### src/rtl/fpt_pkg.sv
package fpt_pkg;

   localparam int MODE_W = 6;
   localparam int OFS_W  = 3;

   typedef enum logic [1:0] {
      SZ_BYTE = 2'b00,
      SZ_WORD = 2'b01,
      SZ_LONG = 2'b10,
      SZ_LALT = 2'b11
   } op_size_e;

   typedef enum logic [2:0] {
      SEL_HOLD   = 3'd0,
      SEL_BASE   = 3'd1,
      SEL_EA     = 3'd2,
      SEL_NEXT   = 3'd3,
      SEL_BRANCH = 3'd4
   } pc_sel_e;

   localparam logic [2:0] GRP_PREDEC = 3'b100;
   localparam logic [2:0] GRP_EXT    = 3'b111;
   localparam logic [2:0] EXT_ABS_S  = 3'b000;
   localparam logic [2:0] EXT_ABS_L  = 3'b001;
   localparam logic [2:0] EXT_PCD    = 3'b010;
   localparam logic [2:0] EXT_PCX    = 3'b011;
   localparam logic [2:0] EXT_IMM    = 3'b100;

endpackage

### src/rtl/fpt_ea_offset.sv
module fpt_ea_offset
   import fpt_pkg::*;
#(
   parameter int OW = OFS_W
) (
   input  logic [MODE_W-1:0] mode,
   input  logic [1:0]        size,
   output logic [OW-1:0]     offset,
   output logic              reserved
);

   localparam int HALF = MODE_W / 2;

   logic [HALF-1:0] grp;
   logic [HALF-1:0] sub;
   logic            is_long;

   assign grp     = mode[MODE_W-1:HALF];
   assign sub     = mode[HALF-1:0];
   assign is_long = size[1];

   always_comb begin
      offset   = '0;
      reserved = 1'b0;
      if (grp == GRP_EXT) begin
         unique case (sub)
            EXT_ABS_S: offset = OW'(2);
            EXT_ABS_L: offset = OW'(4);
            EXT_PCD,
            EXT_PCX:   offset = '0;
            EXT_IMM:   offset = is_long ? OW'(4) : OW'(2);
            default:   reserved = 1'b1;
         endcase
      end else if (grp == GRP_PREDEC) begin
         offset = is_long ? '0 : OW'(2);
      end
   end

endmodule

### src/rtl/fpt_phase_ctrl.sv
module fpt_phase_ctrl
   import fpt_pkg::*;
(
   input  logic    clk,
   input  logic    rst_n,
   input  logic    insn_start,
   input  logic    ea_done,
   input  logic    part2_start,
   input  logic    rbw_flag,
   input  logic    branch_load,
   input  logic    fault,
   output pc_sel_e sel,
   output logic    fault_take,
   output logic    active
);

   logic active_q;

   assign fault_take = fault & active_q;
   assign active     = active_q;

   always_comb begin
      sel = SEL_HOLD;
      if (fault_take) begin
         sel = SEL_HOLD;
      end else if (insn_start) begin
         sel = SEL_BASE;
      end else if (active_q) begin
         if (branch_load)
            sel = SEL_BRANCH;
         else if (part2_start)
            sel = rbw_flag ? SEL_HOLD : SEL_NEXT;
         else if (ea_done)
            sel = SEL_EA;
      end
   end

   always_ff @(posedge clk or negedge rst_n) begin
      if (!rst_n)
         active_q <= 1'b0;
      else if (fault_take)
         active_q <= 1'b0;
      else if (insn_start)
         active_q <= 1'b1;
   end

endmodule

### src/rtl/fpt_pc_reg.sv
module fpt_pc_reg
   import fpt_pkg::*;
#(
   parameter int AW = 24,
   parameter int OW = OFS_W
) (
   input  logic          clk,
   input  logic          rst_n,
   input  pc_sel_e       sel,
   input  logic          fault_take,
   input  logic [AW-1:0] base_pc,
   input  logic [AW-1:0] next_fetch_addr,
   input  logic [AW-1:0] branch_target,
   input  logic [OW-1:0] ea_offset,
   input  logic          ea_reserved,
   output logic [AW-1:0] track_pc,
   output logic [AW-1:0] stack_pc,
   output logic          stack_valid,
   output logic          illegal_mode
);

   logic [AW-1:0] track_d;

   always_comb begin
      unique case (sel)
         SEL_BASE:   track_d = base_pc;
         SEL_EA:     track_d = track_pc + AW'(ea_offset);
         SEL_NEXT:   track_d = next_fetch_addr;
         SEL_BRANCH: track_d = branch_target;
         default:    track_d = track_pc;
      endcase
   end

   always_ff @(posedge clk or negedge rst_n) begin
      if (!rst_n) begin
         track_pc     <= '0;
         stack_pc     <= '0;
         stack_valid  <= 1'b0;
         illegal_mode <= 1'b0;
      end else begin
         track_pc    <= track_d;
         stack_valid <= fault_take;
         if (fault_take)
            stack_pc <= track_pc;
         if (sel == SEL_BASE)
            illegal_mode <= 1'b0;
         else if (sel == SEL_EA)
            illegal_mode <= ea_reserved;
      end
   end

endmodule

### src/rtl/fault_pc_tracker.sv
module fault_pc_tracker
   import fpt_pkg::*;
#(
   parameter int ADDR_W = 24
) (
   input  logic              clk,
   input  logic              rst_n,
   input  logic              insn_start,
   input  logic [ADDR_W-1:0] base_pc,
   input  logic              ea_done,
   input  logic [5:0]        ea_mode,
   input  logic [1:0]        op_size,
   input  logic              part2_start,
   input  logic              rbw_flag,
   input  logic              dst_fetch,
   input  logic [ADDR_W-1:0] next_fetch_addr,
   input  logic              branch_load,
   input  logic [ADDR_W-1:0] branch_target,
   input  logic              fault,
   output logic [ADDR_W-1:0] track_pc,
   output logic [ADDR_W-1:0] stack_pc,
   output logic              stack_valid,
   output logic              illegal_mode
);

   localparam int OW = OFS_W;

   generate
      if (ADDR_W < 16 || ADDR_W > 32) begin : g_bad_width
         $error("fault_pc_tracker: ADDR_W must lie in 16..32");
      end
      if (MODE_W != 6) begin : g_bad_mode
         $error("fault_pc_tracker: mode field must be 6 bits");
      end
   endgenerate

   pc_sel_e         sel;
   logic            fault_take;
   logic            active;
   logic [OW-1:0]   ea_offset;
   logic            ea_reserved;
   logic            dst_unused;

   assign dst_unused = dst_fetch;

   fpt_ea_offset #(.OW(OW)) u_ofs (
      .mode     (ea_mode),
      .size     (op_size),
      .offset   (ea_offset),
      .reserved (ea_reserved)
   );

   fpt_phase_ctrl u_ctrl (
      .clk         (clk),
      .rst_n       (rst_n),
      .insn_start  (insn_start),
      .ea_done     (ea_done),
      .part2_start (part2_start),
      .rbw_flag    (rbw_flag),
      .branch_load (branch_load),
      .fault       (fault),
      .sel         (sel),
      .fault_take  (fault_take),
      .active      (active)
   );

   fpt_pc_reg #(.AW(ADDR_W), .OW(OW)) u_reg (
      .clk             (clk),
      .rst_n           (rst_n),
      .sel             (sel),
      .fault_take      (fault_take),
      .base_pc         (base_pc),
      .next_fetch_addr (next_fetch_addr),
      .branch_target   (branch_target),
      .ea_offset       (ea_offset),
      .ea_reserved     (ea_reserved),
      .track_pc        (track_pc),
      .stack_pc        (stack_pc),
      .stack_valid     (stack_valid),
      .illegal_mode    (illegal_mode)
   );

endmodule

### config.mk
export PLATFORM = sky130hd
export DESIGN_NAME = fault_pc_tracker
export DESIGN_NICKNAME = d
export VERILOG_FILES = /design/src/rtl/fpt_pkg.sv /design/src/rtl/fpt_ea_offset.sv /design/src/rtl/fpt_phase_ctrl.sv /design/src/rtl/fpt_pc_reg.sv /design/src/rtl/fault_pc_tracker.sv
export SDC_FILE = /design/constraint.sdc
export NUM_CORES = 1
export LEC_CHECK = 0
export ABC_AREA = 1
export BUFFER_PORTS_ARGS = -buffer_cell sky130_fd_sc_hd__buf_2
export CELL_PAD_IN_SITES_DETAIL_PLACEMENT = 0
export CELL_PAD_IN_SITES_GLOBAL_PLACEMENT = 1
export CORE_UTILIZATION = 35
export DETAILED_ROUTE_END_ITERATION = 8
export GPL_TIMING_DRIVEN = 1
export MAX_ROUTING_LAYER = met4
export PLACE_DENSITY_LB_ADDON = 0.1
export SKIP_CTS_REPAIR_TIMING = 1
export SYNTH_ARGS = -nofsm -noshare
export SYNTH_HDL_FRONTEND = slang
export SYNTH_SLANG_ARGS = --single-unit
### constraint.sdc
create_clock -name clk -period 3.75 [get_ports clk]
set_input_delay 0.375 -clock clk [delete_from_list [all_inputs] [get_ports clk]]
set_output_delay 0.375 -clock clk [all_outputs]
set_load 0.005 [all_outputs]
==> flow_metrics.tcl <==
set metrics [dict create \
    worstPathMaxFanout 40 \
    timing.rr.end "u_reg.track_pc[19]$_DFFE_PN0P_" \
    worstHoldPathCells 3 \
    min-delay-path-class "in -> reg" \
    numPortBuffers 136 \
    grt_max_degree 47 \
    fin_skew_ns 0.0110 \
    tritoncts.num_buffers 5 \
    cts_tree "done" \
    layout.nets 759 \
    final_layout_size_suffix_gt1_frac 0.241 \
    yosysTopAreaCell "sky130_fd_sc_hd__dfrtp_1" \
    worst_path_most_repeated_cell "sky130_fd_sc_hd__nand2_1" \
    clock_path_buffers 2 \
    max_slew_margin 0.512 \
    drt_first_pass_iters 4 \
    globalRouteOverflowTotal 0 \
    clock_sinks 51 \
    rows 35 \
    dpl.hpwl_mm 8.61 \
    netlist.area_leader.share 0.370 \
    final_report_hold_violation_count 0 \
    fp.dieArea_um2 10300 \
    antenna_violations_before_repair 0 \
    rr_startpoint "u_ctrl.active$_DFFE_PN0P_" \
    routed_via_density 4.73 \
    synth_edf_count 0 \
    min_delay_worst_endpoint "u_ctrl.active$_DFFE_PN0P_" \
    critPathLaunchType "register" \
    p_r_area_growth_vs_syn_pct 23.9 \
    io_pins 139 \
    worst-setup-path-type "reg -> reg" \
    nFillCells 1086 \
    cts.reportedPaths.clkPinSlew_ns 0.10 \
    final_slew_violations 0 \
    holdCritStartpoint "insn_start" \
    yosys.cell_count.top_type "sky130_fd_sc_hd__nand2_1" \
    crit_chain "nand2_1 > nand3_2 > inv_2 > nand2_2 > nand2_4 > nor2_4 > buf_4 > nor2_1 > nand2_1 > nand2_1" \
    post_synth.cell_area_avg_um2 6.37 \
    routabilityCongestion 0.897 \
    gr-usage-all-layers 0.229 \
    dpl_cell_area_um2 4180 \
    synth_fp_nets 634 \
    postSynth.topFlopCell "sky130_fd_sc_hd__dfrtp_1" \
    finalPower_mw 1.70 \
    placedCellCount 788 \
    grt_pass1_vias 3321 \
    htree_levels 2 \
    worst-slew-pin-transition_ns 0.731 \
    setup.worst_path.end_class "register" \
    antenna_cells_inserted 0 \
    synthTopCellsByCount "205 x sky130_fd_sc_hd__nand2_1, 85 x sky130_fd_sc_hd__nor2_1, 60 x sky130_fd_sc_hd__nand3_1, 51 x sky130_fd_sc_hd__dfrtp_1, 38 x sky130_fd_sc_hd__inv_1" \
    clkLatencyLatePin_ns 0.31 \
    hold_slack_ns 0.327 \
    floorplan.initialDensity 0.367 \
    synth-async-reset-ratio 1.00 \
    timing.critical_path.slowest_stage_cell "sky130_fd_sc_hd__nor2_4" \
    synth-seq-area-share 0.370 \
    post_drt_wl_per_cell_um 13.9 \
    total_wire_length_after_detailed_routing_mm 11.1 \
    antenna_left 0 \
    cap_viol_max_count 0 \
    wire_length_of_the_first_global_routing_pass_mm 17.3 \
    setup_viol_count_final 0 \
    synth_cell_type_count 29 \
    root_buffer "sky130_fd_sc_hd__clkbuf_8" \
    drt_iter0_markers 195 \
    run_status "finished, final reports clean" \
    post_synthesis_instance_total 542 \
    ff2ff_path_depth 10 \
    netlist_area_um2 3450 \
    post-route-drc-count 0 \
    post_layout_nonfiller_instances 797 \
    peak_vdd_ir_v 0.000161 \
    r2r_slack_ns 1.29 \
    launching_instance_or_port_of_the_critical_path "u_ctrl.active$_DFFE_PN0P_" \
    finalInstanceArea_um2 4280 \
    ys_warn_count 0 \
    rsz_0062_raised_after_global_routing "no" \
    powerDensity_nw_per_um2 397 \
    netlist_top_cells_area "sky130_fd_sc_hd__dfrtp_1 37%, sky130_fd_sc_hd__nand2_1 22%, sky130_fd_sc_hd__nor2_1 9.2%" \
    leakage_nw 2.24 \
    floorplan.die.height_um 101 \
    period_needed_ns 2.46 \
    vias 3770 \
    setup-tns-final_ns 0 \
    fp.dieW_um 101 \
    timing.critical_path.arrival_ns 2.67 \
    fmax_mhz 406 \
    data_required_time_of_the_worst_path_ns 3.95 \
    layout_worst_path_cycle_share 0.657 \
    synth.ff_latch_count 51 \
    core_area_um2 9420 \
    crit_path_max_incr_delay_ns 0.60 \
]
worst max-delay path, delay by kind of cell (launching register included):
family	cells	cell delay, ns
buf+inv	2	0.52
flops	1	0.40
simple gates	8	1.41
layout by cell type (no fill, tap or decap), drive strengths merged:
cell / n
fa: 1
nand4: 5
nand3: 61
clkinvlp: 2
dlygate4sd3: 1
nor3b: 1
o211ai: 3
o21ai: 27
nor2: 90
xor2: 1
inv: 41
o22ai: 1
a31oi: 1
nor3: 1
clkbuf: 5
buf: 139
ha: 2
clkinv: 1
nand2: 209
dfrtp: 51
a21oi: 25
per-layer routing:
metal	global-route usage	vias to the layer above	wire length (um)	share of wire
met5	-	-	0	0
met4	0.0546	0	150	0.014
met1	0.350	1667	5810	0.52
met2	0.312	129	4470	0.40
li1	-	1965	-	-
met3	0.0304	9	654	0.059
layout make-up:
type	count	area (um^2)	share of cell area
well taps	129	161	0.0377
flip-flops and latches	51	1280	0.298
multi-input cells	428	1880	0.440
clock buffers	5	68.8	0.0161
clock inverters	3	20.0	0.00468
repair buffers	140	713	0.167
inverters	41	156	0.0365
logic make-up after synthesis:
family,count (synthesis),synth area share
DFF,51,0.370
AOI/OAI and AO/OA,57,0.0888
xor gates and xnor gates,1,0.00254
buffers and inverters,63,0.0848
and+or+nand+nor,367,0.441
adders and majority gates,3,0.0130
flip-flops by register name (all words and copies together) (netlist names):
register            cells
u_reg.stack_valid       1
u_ctrl.active           1
u_reg.illegal_mode      1
u_reg.track_pc         24
u_reg.stack_pc         24
stage by stage:
| stage | utilization | worst slack [ns] |
|---|---|---|
| after floorplan | - | 1.78 |
| after global placement | 0.444 | 1.25 |
| after detailed placement | 0.444 | 1.25 |
| after CTS | 0.454 | 1.29 |
| after global routing | 0.455 | 1.07 |
| final | 0.455 | 1.29 |
how the worst max path moves through the flow:
stage	to	slack, ns	depth (start not counted)
3_3_place_gp	u_reg.track_pc[22]$_DFFE_PN0P_	1.25	9
6_report	u_reg.track_pc[19]$_DFFE_PN0P_	1.29	10
3_5_place_dp	u_reg.track_pc[22]$_DFFE_PN0P_	1.25	9
2_1_floorplan	u_reg.track_pc[17]$_DFFE_PN0P_	1.78	14
5_1_grt	u_reg.track_pc[19]$_DFFE_PN0P_	1.07	10
4_1_cts	u_reg.track_pc[21]$_DFFE_PN0P_	1.29	10
report_power, final:
group,internal [mW],switching [mW],total (mW),leakage (nW)
clock network,0.130,0.197,0.327,0.0402
logic,0.234,0.325,0.559,1.56
registers,0.676,0.136,0.812,0.635
No activity file was read; power rests on OpenSTA's default activity.
